File: src/rtl/mon_entry_pkg.sv
package mon_entry_pkg;

  typedef enum logic [1:0] {
    BRK_IDLE  = 2'd0,
    BRK_ARMED = 2'd1,
    BRK_SEND  = 2'd2
  } brk_state_e;

  localparam int unsigned SYNC_DEPTH = 2;

endpackage

File: src/rtl/mon_sync.sv
module mon_sync #(
  parameter int unsigned W      = 1,
  parameter int unsigned STAGES = 2,
  parameter logic [W-1:0] RST_VAL = '0
) (
  input  logic         clk,
  input  logic         rst_n,
  input  logic [W-1:0] d_i,
  output logic [W-1:0] q_o
);

  logic [W-1:0] stg_q [STAGES];
  logic [W-1:0] stg_d [STAGES];

  always_comb begin
    stg_d[0] = d_i;
    for (int i = 1; i < int'(STAGES); i++) stg_d[i] = stg_q[i-1];
  end

  genvar g;
  generate
    for (g = 0; g < int'(STAGES); g++) begin : g_stage
      always_ff @(posedge clk or negedge rst_n) begin
        if (!rst_n) stg_q[g] <= RST_VAL;
        else        stg_q[g] <= stg_d[g];
      end
    end
  endgenerate

  assign q_o = stg_q[STAGES-1];

endmodule

File: src/rtl/mon_mode_ctrl.sv
module mon_mode_ctrl (
  input  logic clk,
  input  logic rst_n,
  input  logic pin_s_i,
  input  logic hv_s_i,
  input  logic clksel_s_i,
  input  logic swi_i,
  output logic mon_o,
  output logic bypass_o,
  output logic start_o
);

  logic pin_d_q;
  logic mon_q, mon_d;
  logic bypass_q, bypass_d;
  logic release_w;
  logic swi_entry_w;

  assign release_w   = pin_s_i & ~pin_d_q;
  assign swi_entry_w = swi_i & hv_s_i;

  always_comb begin
    mon_d    = mon_q;
    bypass_d = bypass_q;
    if (release_w) begin
      mon_d    = hv_s_i;
      bypass_d = hv_s_i & ~clksel_s_i;
    end else if (swi_entry_w) begin
      mon_d    = 1'b1;
    end
  end

  assign start_o = hv_s_i & (release_w | swi_i);

  always_ff @(posedge clk or negedge rst_n) begin
    if (!rst_n) begin
      pin_d_q  <= 1'b0;
      mon_q    <= 1'b0;
      bypass_q <= 1'b0;
    end else begin
      pin_d_q  <= pin_s_i;
      mon_q    <= mon_d;
      bypass_q <= bypass_d;
    end
  end

  assign mon_o    = mon_q;
  assign bypass_o = bypass_q;

  a_r8_bypass_only_in_mon : assert property (@(posedge clk) disable iff (!rst_n)
    bypass_q |-> mon_q);

  a_r8_bypass_held : assert property (@(posedge clk) disable iff (!rst_n)
    !release_w |=> $stable(bypass_q));

  a_r3_swi_enters : assert property (@(posedge clk) disable iff (!rst_n)
    (swi_i && hv_s_i) |=> mon_q);

endmodule

File: src/rtl/mon_break_tx.sv
module mon_break_tx
  import mon_entry_pkg::*;
#(
  parameter int unsigned BITS = 10
) (
  input  logic clk,
  input  logic rst_n,
  input  logic start_i,
  input  logic tick_i,
  output logic tx_o,
  output logic done_o
);

  localparam int unsigned CNT_W = (BITS > 1) ? $clog2(BITS) : 1;
  localparam logic [CNT_W-1:0] LAST = CNT_W'(BITS - 1);

  brk_state_e       state_q, state_d;
  logic [CNT_W-1:0] cnt_q, cnt_d;
  logic             done_q, done_d;

  always_comb begin
    state_d = state_q;
    cnt_d   = cnt_q;
    done_d  = 1'b0;
    if (start_i) begin
      state_d = BRK_ARMED;
      cnt_d   = '0;
    end else begin
      case (state_q)
        BRK_ARMED: if (tick_i) begin
          state_d = BRK_SEND;
          cnt_d   = '0;
        end
        BRK_SEND: if (tick_i) begin
          if (cnt_q == LAST) begin
            state_d = BRK_IDLE;
            done_d  = 1'b1;
          end else begin
            cnt_d = cnt_q + 1'b1;
          end
        end
        default: ;
      endcase
    end
  end

  always_ff @(posedge clk or negedge rst_n) begin
    if (!rst_n) begin
      state_q <= BRK_IDLE;
      cnt_q   <= '0;
      done_q  <= 1'b0;
    end else begin
      state_q <= state_d;
      cnt_q   <= cnt_d;
      done_q  <= done_d;
    end
  end

  assign tx_o   = (state_q != BRK_SEND);
  assign done_o = done_q;

  a_r4_cnt_bound : assert property (@(posedge clk) disable iff (!rst_n)
    (state_q == BRK_SEND) |-> (cnt_q <= LAST));

  a_r4_low_between_ticks : assert property (@(posedge clk) disable iff (!rst_n)
    (state_q == BRK_SEND && !tick_i && !start_i) |=> !tx_o);

  a_r4_done_after_send : assert property (@(posedge clk) disable iff (!rst_n)
    done_q |-> (tx_o && $past(state_q) == BRK_SEND));

endmodule

File: src/rtl/mon_vec_remap.sv
module mon_vec_remap #(
  parameter int unsigned ADDR_W = 16,
  parameter int unsigned PAGE_W = 8,
  parameter logic [PAGE_W-1:0] VEC_PAGE = 8'hFF,
  parameter logic [PAGE_W-1:0] ALT_PAGE = 8'hFE
) (
  input  logic              mon_i,
  input  logic              fetch_i,
  input  logic [ADDR_W-1:0] addr_i,
  output logic [ADDR_W-1:0] addr_o
);

  localparam int unsigned LOW_W = ADDR_W - PAGE_W;

  logic hit_w;

  assign hit_w  = mon_i & fetch_i & (addr_i[ADDR_W-1:LOW_W] == VEC_PAGE);
  assign addr_o = hit_w ? {ALT_PAGE, addr_i[LOW_W-1:0]} : addr_i;

endmodule

File: src/rtl/mon_entry_ctrl.sv
module mon_entry_ctrl
  import mon_entry_pkg::*;
#(
  parameter int unsigned ADDR_W   = 16,
  parameter int unsigned PAGE_W   = 8,
  parameter logic [PAGE_W-1:0] VEC_PAGE = 8'hFF,
  parameter logic [PAGE_W-1:0] ALT_PAGE = 8'hFE,
  parameter int unsigned BRK_BITS = 10
) (
  input  logic              clk,
  input  logic              rst_n,
  input  logic              rst_pin_i,
  input  logic              hv_det_i,
  input  logic              clk_sel_i,
  input  logic              swi_i,
  input  logic              cfg_wdog_en_i,
  input  logic              vec_fetch_i,
  input  logic [ADDR_W-1:0] vec_addr_i,
  input  logic              bit_tick_i,
  output logic [ADDR_W-1:0] addr_o,
  output logic              wdog_en_o,
  output logic              clk_bypass_o,
  output logic              tx_o,
  output logic              brk_done_o,
  output logic              mon_mode_o
);

  localparam int unsigned LOW_W = ADDR_W - PAGE_W;

  logic [2:0] pins_raw, pins_s;
  logic       pin_s, hv_s, clksel_s;
  logic       mon_w, start_w;

  assign pins_raw = {rst_pin_i, hv_det_i, clk_sel_i};

  mon_sync #(.W(3), .STAGES(SYNC_DEPTH), .RST_VAL(3'b000)) u_sync (
    .clk  (clk),
    .rst_n(rst_n),
    .d_i  (pins_raw),
    .q_o  (pins_s)
  );

  assign pin_s    = pins_s[2];
  assign hv_s     = pins_s[1];
  assign clksel_s = pins_s[0];

  mon_mode_ctrl u_mode (
    .clk       (clk),
    .rst_n     (rst_n),
    .pin_s_i   (pin_s),
    .hv_s_i    (hv_s),
    .clksel_s_i(clksel_s),
    .swi_i     (swi_i),
    .mon_o     (mon_w),
    .bypass_o  (clk_bypass_o),
    .start_o   (start_w)
  );

  mon_break_tx #(.BITS(BRK_BITS)) u_brk (
    .clk    (clk),
    .rst_n  (rst_n),
    .start_i(start_w),
    .tick_i (bit_tick_i),
    .tx_o   (tx_o),
    .done_o (brk_done_o)
  );

  mon_vec_remap #(
    .ADDR_W  (ADDR_W),
    .PAGE_W  (PAGE_W),
    .VEC_PAGE(VEC_PAGE),
    .ALT_PAGE(ALT_PAGE)
  ) u_remap (
    .mon_i  (mon_w),
    .fetch_i(vec_fetch_i),
    .addr_i (vec_addr_i),
    .addr_o (addr_o)
  );

  assign wdog_en_o  = mon_w ? ~hv_s : cfg_wdog_en_i;
  assign mon_mode_o = mon_w;

  a_r5_vector_page_moved : assert property (@(posedge clk) disable iff (!rst_n)
    (mon_mode_o && vec_fetch_i && vec_addr_i[ADDR_W-1:LOW_W] == VEC_PAGE) |->
      (addr_o[ADDR_W-1:LOW_W] == ALT_PAGE && addr_o[LOW_W-1:0] == vec_addr_i[LOW_W-1:0]));

  a_r7_wdog_off_under_hv : assert property (@(posedge clk) disable iff (!rst_n)
    (mon_mode_o && hv_s && $past(hv_s)) |-> !wdog_en_o);

endmodule

File: config.mk
export PLATFORM = sky130hd
export DESIGN_NAME = mon_entry_ctrl
export DESIGN_NICKNAME = d
export VERILOG_FILES = /design/src/rtl/mon_entry_pkg.sv /design/src/rtl/mon_sync.sv /design/src/rtl/mon_mode_ctrl.sv /design/src/rtl/mon_break_tx.sv /design/src/rtl/mon_vec_remap.sv /design/src/rtl/mon_entry_ctrl.sv
export SDC_FILE = /design/constraint.sdc
export NUM_CORES = 1
export LEC_CHECK = 0
export ABC_AREA = 1
export BUFFER_PORTS_ARGS = -buffer_cell sky130_fd_sc_hd__buf_2
export CAP_MARGIN = 0
export CORE_UTILIZATION = 43
export DETAILED_ROUTE_END_ITERATION = 7
export GPL_TIMING_DRIVEN = 0
export PLACE_DENSITY = 0.77
export SKIP_CTS_REPAIR_TIMING = 1
export SLEW_MARGIN = 20
export SYNTH_ARGS = -nofsm -noshare
export SYNTH_HDL_FRONTEND = slang
export SYNTH_SLANG_ARGS = --single-unit
File: constraint.sdc
create_clock -name clk -period 1.5 [get_ports clk]
set_input_delay 0.3 -clock clk [delete_from_list [all_inputs] [get_ports clk]]
set_output_delay 0.3 -clock clk [all_outputs]
set_load 0.02 [all_outputs]
==> impl_metrics.yaml, run 1 <==
global_route:
  grt_pass1_wl_um: 2420
  grt_overflow: 0
  antenna_found_initial: 0
  grt_usage_pct: 16.2
  grt_max_degree: 17
  grt_pass1_vias: 664
synthesis:
  synth-edff-count: 0
  synth_common_cells: "nand2_1 (27), dfrtp_1 (16), inv_1 (11)"
  netlist_top_cells_area: "dfrtp_1 (47%), nand2_1 (12%), buf_4 (7.1%), ha_1 (5.9%), inv_1 (4.9%)"
  syn_area_sq_um: 848
  synth-main-ff-cell: "dfrtp_1"
  ys_ff_latch: 16
  syn_area_per_cell_sq_um: 8.32
  synth_largest_area_cell: "dfrtp_1"
  ys.warnings.count: 0
  synthArstFlopShare_pct: 100
  syn_nets: 131
  synth_cell_types: 19
  syn_inst: 102
  synth.most_common_cell: "nand2_1"
  ys_seq_area_share_pct: 47.2
  yosysTopAreaCellShare_pct: 47.2
routing:
  totalWireLength_um: 1600
  vias_per_cell: 4.49
  wire_per_inst_um: 9.45
  vias: 759
  drcViolationCount: 0
  firstDrtPassIters: 4
  drtIter0Drc: 4
  detail-route-antenna-nets: 0
power_and_ir_drop:
  leakage_nw: 0.630
  peakVddDrop_mv: 0.793
  fin_total_pwr_mw: 1.37
  power.density_mw_per_mm2: 1210
cells_and_area:
  antenna_cells: 0
  syn2layout_area_growth_pct: 33.5
  regArea_sq_um: 400
  multi_input_area_sq_um: 322
  drive_gt1_share_pct: 43.1
  final_cells: 169
  utilization_pct: 63.5
  fill_cells: 146
  nNetsFinal: 174
clocking:
  worstSkewPairLatency_ns: 0.28
  clkTransAtPathRegs_ns: 0.10
  clock-root-buffer: "clkbuf_4"
  numCtsBuffers: 3
  cts_tree: "done"
  htreeDepth: 1
  clock_sinks: 16
  clockBufferDepth: 2
status:
  status: "finished clean"
timing:
  slew_viol_final: 0
  setup-tns-final_ns: 0
  fmax_mhz: 702
  tightest_slew_ns: 0.336
  whs_ns: 0.123
  setup_viol: 0
  slew_headroom_pct: 77.6
  min_period_ns: 1.42
  finClkSkew_ns: 0.00866
  hold_viol: 0
  timing.final.crit_share_pct: 95.0
  rsz0062_at_grt: "no"
worst_hold_path:
  min_path_type: "primary input to register"
place:
  gp_congestion: 0.677
  place_hpwl_um: 1320
  placed_cells: 164
  io_buffers: 37
setup_path:
  worstPathCellList: "inv_2 > ha_4 > inv_4 > buf_6"
  cp.required_ns: 1.20
  crit_path_end_kind: "primary output"
  crit_fanout: 4
  slowest_stage: "dfrtp_1"
  crit_type: "register to primary output"
  startpoint_type: "register"
  crit_arrival_ns: 1.12
  max_stage_delay_ns: 0.42
floorplan:
  start_util_pct: 47.6
  die_w_um: 46.4
  core_sq_mm: 0.00178
  dieHeight_um: 46.4
  io_pins: 46
  die_area_sq_mm: 0.00215
  rows: 15
run:
  drv_cap: 0
==> cell families after synthesis <==
kind of cell | after synthesis | synth area share [%]
adder cells (fa/ha/maj) | 4 | 5.90
XOR/XNOR | 1 | 1.03
flip-flops | 16 | 47.2
buffers and inverters | 29 | 16.4
AND/OR/NAND/NOR | 47 | 26.1
AO/OA/AOI/OAI | 5 | 3.39
==> report_power, final <==
| part | internal (mW) | switching (mW) |
|---|---|---|
| registers | 0.490 | 0.0624 |
| logic | 0.212 | 0.331 |
| clock network | 0.148 | 0.131 |
==> placed cells by master (no fill, tap or decap), types with 2 or more instances in the layout <==
cell type,synthesis,final
buf_2,0,36
nand2_1,27,27
dfrtp_1,16,16
inv_1,11,10
buf_4,8,8
clkbuf_1,7,7
nor2_1,6,6
nand3_1,4,4
nand2_2,4,4
o21ai_0,3,3
inv_2,3,3
ha_1,4,3
clkbuf_4,0,3
nand4_1,2,2
==> registers in the layout, indices dropped and copies added (netlist names) <==
name and count:
u_mode.pin_d_q 1, u_brk.done_o 1, u_brk.state_q 2, u_brk.cnt_q 4, u_sync.stg_d 3, u_mode.mon_o 1
u_mode.bypass_o 1, u_sync.q_o 3
==> layer usage <==
layer	share of wire (%)	vias to the layer above	global-route usage (%)
met5	0	-	0
met4	0.88	0	4.71
met3	9.1	2	3.53
met2	54	42	33.9
met1	35	334	14.6
li1	-	381	-
==> through the flow <==
stage | worst slack (ns) | cell area [sq um]
4_1_cts | -0.0671 | 1100
6_report | 0.0753 | 1130
3_5_place_dp | 0.137 | 1060
3_3_place_gp | 0.210 | 1060
5_1_grt | 0.0168 | 1130
2_1_floorplan | 0.178 | 848
==> worst max-delay path: cells and delay by family (launching register included) <==
family     cells  cell delay, ns
buf+inv        3            0.25
fa+ha+maj      1            0.16
flops          1            0.42
==> path summary, 6_finish.rpt <==
kind	from	endpoint	slack, ns	cells after the start
min reg2reg	u_sync.stg_d[0]	u_sync.q_o[0]	0.35	0
max in group asynchronous	rst_n	u_sync.q_o[2]	0.78	2
max reg2reg	u_brk.state_q[1]	u_brk.cnt_q[3]	0.18	7
max	u_brk.state_q[0]	tx_o	0.08	4
min	hv_det_i	u_sync.stg_d[1]	0.12	1
min in group asynchronous	rst_n	u_brk.cnt_q[3]	0.46	2
==> final cells by class <==
type | instances | area share (%)
Sequential cell | 16 | 35.4
Multi-Input combinational cell | 57 | 28.4
Timing Repair Buffer | 38 | 17.8
Buffer | 15 | 7.62
Inverter | 14 | 4.86
Clock buffer | 4 | 3.20
Tap cell | 25 | 2.76
No activity file was read; power rests on OpenSTA's default activity.
==> inputs of run 2 (changes only) <==
--- a/config.mk
+++ b/config.mk
@@ -8,10 +8,12 @@
 export ABC_AREA = 1
 export BUFFER_PORTS_ARGS = -buffer_cell sky130_fd_sc_hd__buf_2
 export CAP_MARGIN = 0
+export CORE_MARGIN = 2
 export CORE_UTILIZATION = 43
 export DETAILED_ROUTE_END_ITERATION = 7
 export GPL_TIMING_DRIVEN = 0
 export PLACE_DENSITY = 0.77
+export RECOVER_POWER = 100
 export SKIP_CTS_REPAIR_TIMING = 1
 export SLEW_MARGIN = 20
 export SYNTH_ARGS = -nofsm -noshare
==> constraint.sdc (replaced) <==
create_clock -name clk -period 1.5 [get_ports clk]
set_input_delay 0.45 -clock clk [delete_from_list [all_inputs] [get_ports clk]]
set_output_delay 0.45 -clock clk [all_outputs]
set_load 0.02 [all_outputs]
==> run 2 against run 1 <==
Compared with the run above: final area rose by 2.5%; via count grew 2.6%; utilization shrank 2.5 points; largest power group is now combinational cells; total power rose by 5.2%; the flow now finishes with violations (setup timing); critical path depth up 3; fmax down 8.8%; clock power grew 4%.
==> impl_metrics.yaml, run 2 (synthesized netlist as in run 1, its figures left out) <==
timing:
  hold_viol: 0
  worst_slack_ns: -0.0629
  min_period_ns: 1.56
  slew_viol_final: 0
  timing.final.crit_share_pct: 104
  finClkSkew_ns: 0.00811
  slew_headroom_pct: 45.2
  whs_ns: 0.216
  setup_viol: 2
  rsz0062_at_grt: "yes"
  fmax_mhz: 640
  tightest_slew_ns: 0.822
cells_and_area:
  syn2layout_area_growth_pct: 36.9
  final_cells: 174
  nNetsFinal: 177
  mostFrequentLayoutCells: "nand2_1 (27), clkbuf_1 (25), dfrtp_1 (16)"
  layout_commonest_cell: "nand2_1"
  antenna_cells: 0
  largest_register: "u_brk.cnt_q"
  utilization_pct: 61.1
  fill_cells: 174
  drive_gt1_share_pct: 32.7
  largest_reg_flops: 4
  design_area_sq_mm: 0.00116
routing:
  vias: 779
  vias_per_cell: 4.48
  wire_per_inst_um: 10.9
  firstDrtPassIters: 4
  detail-route-antenna-nets: 0
  totalWireLength_um: 1900
  drtIter0Drc: 6
  drcViolationCount: 0
setup_path:
  crit_path_end_kind: "primary output"
  crit_type: "primary input to primary output"
  crit_fanout: 2
  cp.required_ns: 1.05
  r2r_slack_ns: 0.09
  r2r-start: "u_brk.state_q[1]"
  crit_start: "vec_addr_i[9]"
  rr_worst_depth: 8
  startpoint_type: "primary input"
  crit_arrival_ns: 1.11
  endpoint: "addr_o[8]"
  worstReg2RegEnd: "u_brk.cnt_q[3]"
floorplan:
  io_pins: 46
  die_area_sq_mm: 0.00234
  die_w_um: 48.4
  core_sq_mm: 0.00190
  start_util_pct: 44.6
  dieHeight_um: 48.4
  rows: 16
power_and_ir_drop:
  leakage_nw: 0.603
  peakVddDrop_mv: 0.718
  power.density_mw_per_mm2: 1250
global_route:
  grt_max_degree: 17
  grt_pass1_wl_um: 2850
  grt_pass1_vias: 701
  grt_overflow: 0
  grt_usage_pct: 16.1
  antenna_found_initial: 0
place:
  place_area_sq_mm: 0.00107
  placed_cells: 166
  io_buffers: 37
  gp_congestion: 0.697
  dpl_worst_slack_ns: -0.0632
  place_hpwl_um: 1370
clocking:
  worstSkewPairLatency_ns: 0.29
  numCtsBuffers: 3
  htreeDepth: 1
  clock_sinks: 16
  clock-root-buffer: "clkbuf_4"
  cts_tree: "done"
  clockBufferDepth: 2
  clkTransAtPathRegs_ns: 0.10
status:
  violations: "setup timing"
  status: "complete, but fails checks"
run:
  drv_cap: 0
worst_hold_path:
  min_path_type: "primary input to async pin"
run 2: per-layer routing:
metal  GRT usage, %  routed length, um
met2           28.0                984
met5              0                  0
met4           11.0                 40
met3           5.56                188
met1           16.2                683
run 2: where the power goes:
group          internal, mW  switching, mW
Combinational         0.262          0.349
Sequential            0.490         0.0556
Clock                 0.148          0.141
run 2: worst max-delay path, stage by stage:
cell and delay [ns]:
buf_6 0.07, nand2_2 0.04, nor2_1 0.10, nand3_1 0.08
o21ai_1 0.15, inv_1 0.08, buf_6 0.13
run 2: worst min path at each step:
stage                     cells past startpoint              end  slack (ns)             from
after floorplan                               0   u_brk.cnt_q[0]        0.15            rst_n
after global placement                        0    u_sync.q_o[0]        0.33  u_sync.stg_d[0]
after detailed placement                      0    u_sync.q_o[2]        0.34  u_sync.stg_d[2]
after CTS                                     1   u_brk.cnt_q[1]        0.04            rst_n
after global routing                          1  u_sync.stg_d[1]        0.25         hv_det_i
final                                         1   u_brk.cnt_q[1]        0.22            rst_n
run 2: layout make-up:
| class | instances | area [sq um] | share of cell area (%) |
|---|---|---|---|
| clock buffer | 4 | 36.3 | 3.13 |
| sequential | 16 | 400 | 34.5 |
| tap | 27 | 33.8 | 2.91 |
| multi-input combinational | 57 | 313 | 26.9 |
| timing repair buffer | 41 | 236 | 20.4 |
| buffer | 15 | 86.3 | 7.44 |
| inverter | 14 | 55.1 | 4.74 |
run 2: stage by stage:
| step | power [mW] | setup TNS, ns |
|---|---|---|
| finish | 1.45 | -0.109 |
| floorplan | 0.904 | 0 |
| detailed placement | 1.05 | -0.0632 |
| global route | 1.56 | -0.301 |
| CTS | 1.35 | -0.393 |
| global placement | 1.02 | -0.0326 |
==> inputs of run 3 (changes only) <==
--- a/config.mk
+++ b/config.mk
@@ -12,10 +12,11 @@
 export CORE_UTILIZATION = 43
 export DETAILED_ROUTE_END_ITERATION = 7
 export GPL_TIMING_DRIVEN = 0
-export PLACE_DENSITY = 0.77
+export PLACE_DENSITY = 0.78
 export RECOVER_POWER = 100
 export SKIP_CTS_REPAIR_TIMING = 1
 export SLEW_MARGIN = 20
 export SYNTH_ARGS = -nofsm -noshare
 export SYNTH_HDL_FRONTEND = slang
+export SYNTH_HIERARCHICAL = 1
 export SYNTH_SLANG_ARGS = --single-unit
==> run 3 against run 2 <==
Compared with the run above: the flow still finishes with violations (setup timing); sequential share of layout area increased by 2.2 points; wire length fell by 12%; final cell count is 0.57% higher; via count fell by 1.7%; non-clock buffer count is 2 lower; global-route usage increased by 0.56 points; sequential cell count did not move; final area decreased by 5.9%; total power down 25%; register-to-register slack gained 0.03 ns; largest power group is now registers.
==> impl_metrics.yaml, run 3 <==
global_route:
  use_met1_pct: 16.5
  met3_usage_pct: 7.17
  grt_pass1_vias: 625
  top_usage_layer: "met2"
  grt_max_degree: 17
  grt_pass1_wl_um: 2510
  grt_overflow: 0
  grt_usage_pct: 16.7
  grtUsageMet2_pct: 29.3
  antenna_found_initial: 0
place:
  gp_congestion: 0.818
  io_buffers: 37
  placed_cells: 169
  place_area_sq_mm: 0.00105
  place_hpwl_um: 1310
floorplan:
  start_util_pct: 46.9
  rows: 15
  core_sq_mm: 0.00178
  die_area_sq_mm: 0.00231
  dieHeight_um: 48.1
  die_w_um: 48.1
  io_pins: 46
clocking:
  clock-root-buffer: "clkbuf_4"
  cts_tree: "done"
  htreeDepth: 1
  clock_sinks: 16
  numCtsBuffers: 3
  clkTransAtPathRegs_ns: 0.10
  worstSkewPairLatency_ns: 0.30
  clockBufferDepth: 2
synthesis:
  synth_common_cells: "nand2_1 (33), dfrtp_1 (16), inv_1 (15)"
  synth-edff-count: 0
  synthArstFlopShare_pct: 100
  netlist_top_cells_area: "dfrtp_1 (48%), nand2_1 (15%), buf_4 (7.2%), inv_1 (6.7%), nand2_2 (4.5%)"
  syn_nets: 134
  synth_largest_area_cell: "dfrtp_1"
  synth_cell_types: 15
  synth.most_common_cell: "nand2_1"
  yosysTopAreaCellShare_pct: 47.9
  syn_area_per_cell_sq_um: 7.81
  ys_seq_area_share_pct: 47.9
  synth-main-ff-cell: "dfrtp_1"
  syn_inst: 107
  ys_ff_latch: 16
  ys.warnings.count: 6
  syn_area_sq_um: 836
cells_and_area:
  mostFrequentLayoutCells: "nand2_1 (35), clkbuf_1 (25), buf_2 (16), dfrtp_1 (16), inv_1 (14)"
  multi_input_area_sq_um: 285
  layout_commonest_cell: "nand2_1"
  syn2layout_area_growth_pct: 30.7
  antenna_cells: 0
  regArea_sq_um: 400
  fill_cells: 164
  final_cells: 175
  nNetsFinal: 178
  largest_register: "u_brk/cnt_q"
  design_area_sq_mm: 0.00109
  drive_gt1_share_pct: 26.7
  largest_reg_flops: 4
setup_path:
  crit_path_end_kind: "primary output"
  cp.required_ns: 1.05
  worstPathCellList: "buf_4 > inv_1 > nand2_1 > nand2_1 > buf_6"
  startpoint_type: "register"
  crit_type: "register to primary output"
  slowest_stage: "dfrtp_1"
  max_stage_delay_ns: 0.42
  crit_arrival_ns: 1.11
  worstReg2RegEnd: "u_brk/cnt_q[3]"
  rr_worst_depth: 9
  r2r-start: "u_sync/q_o[2]"
  crit_fanout: 4
  r2r_slack_ns: 0.12
  cpMostUsedCell: "nand2_1"
  crit_start: "u_mode/mon_o"
timing:
  min_period_ns: 1.56
  finClkSkew_ns: 0.00948
  fmax_mhz: 640
  timing.final.crit_share_pct: 104
  hold_viol: 0
  rsz0062_at_grt: "yes"
  tightest_slew_ns: 0.814
  slew_viol_final: 0
  slew_headroom_pct: 45.7
  worst_slack_ns: -0.0630
  setup_viol: 2
routing:
  wire_per_inst_um: 9.49
  totalWireLength_um: 1660
  firstDrtPassIters: 4
  drcViolationCount: 0
  detail-route-antenna-nets: 0
  vias_per_cell: 4.38
  vias: 766
  drtIter0Drc: 12
worst_hold_path:
  min_path_type: "primary input to async pin"
power_and_ir_drop:
  p_sw_mw: 0.353
  swShare_pct: 32.4
  pwr-share-seq_pct: 45.8
  p_comb_share_pct: 27.9
  peakVddDrop_mv: 0.732
  p_int_mw: 0.735
  power.density_mw_per_mm2: 996
  clockPowerShare_pct: 26.3
  leakage_nw: 0.618
status:
  status: "complete, but fails checks"
  violations: "setup timing"
run:
  drv_cap: 0
-- run 3: cell types whose count changed after synthesis, sizes merged --
cell / previous run / this run
o21ai: 5 / 2
ha: 4 / 2
nor2: 7 / 9
xor2: 0 / 1
nand2: 32 / 40
inv: 14 / 15
nand3b: 1 / 0
xnor2: 1 / 0
-- run 3: logic make-up (layout without fill, tap and decap cells) --
logic type,Yosys count,in the layout,synth area share (%)
AO/OA/AOI/OAI,2,2,1.20
XOR/XNOR,1,1,1.05
adder cells (fa/ha/maj),2,2,2.99
buffers and inverters,30,73,17.1
flip-flops,16,16,47.9
AND/OR/NAND/NOR,56,56,29.8
-- run 3: cell type report --
cell class,instances,share of cell area [%]
sequential,16,36.7
tap,25,2.86
clock buffer,4,3.32
timing repair buffer,39,18.0
buffer,15,7.90
multi-input combinational,61,26.1
inverter,15,5.15
-- run 3: worst max path at each step --
stage	end	depth (start not counted)	slack, ns
after floorplan	addr_o[8]	5	0.22
after global placement	addr_o[8]	7	0.07
after detailed placement	addr_o[8]	7	0.04
after CTS	addr_o[8]	6	-0.12
after global routing	addr_o[8]	6	-0.13
final	wdog_en_o	5	-0.06
-- run 3: routing by layer --
layer / share of wire [%] / wire (um)
met1: 41 / 676
met2: 44 / 735
met3: 13 / 210
met4: 2.3 / 38
met5: 0 / 0
-- run 3: power groups by stage --
stage / combinational (mW) / clock [mW] / sequential (mW)
2_1_floorplan: 0.189 / 0 / 0.510
3_3_place_gp: 0.278 / 0 / 0.506
3_5_place_dp: 0.287 / 0 / 0.509
4_1_cts: 0.288 / 0.299 / 0.501
5_1_grt: 0.340 / 0.312 / 0.506
6_report: 0.303 / 0.286 / 0.499
-- run 3: worst max-delay path: cells and delay by family (launching register included) --
| family | cells | cell delay, ns |
|---|---|---|
| DFF | 1 | 0.42 |
| buffers and inverters | 3 | 0.29 |
| and+or+nand+nor | 2 | 0.10 |
-- run 3: per-stage QoR --
stage               power, mW  util [%]  hold slack, ns  setup WS [ns]  setup TNS [ns]
floorplan               0.699         -           0.154          0.216               0
global placement        0.784      59.0           0.333         0.0657               0
detailed placement      0.796      59.0           0.338         0.0393               0
CTS                      1.09      61.1          0.0428         -0.115          -0.122
global route             1.16      61.3           0.244         -0.127          -0.268
finish                   1.09      61.3           0.209        -0.0630          -0.102
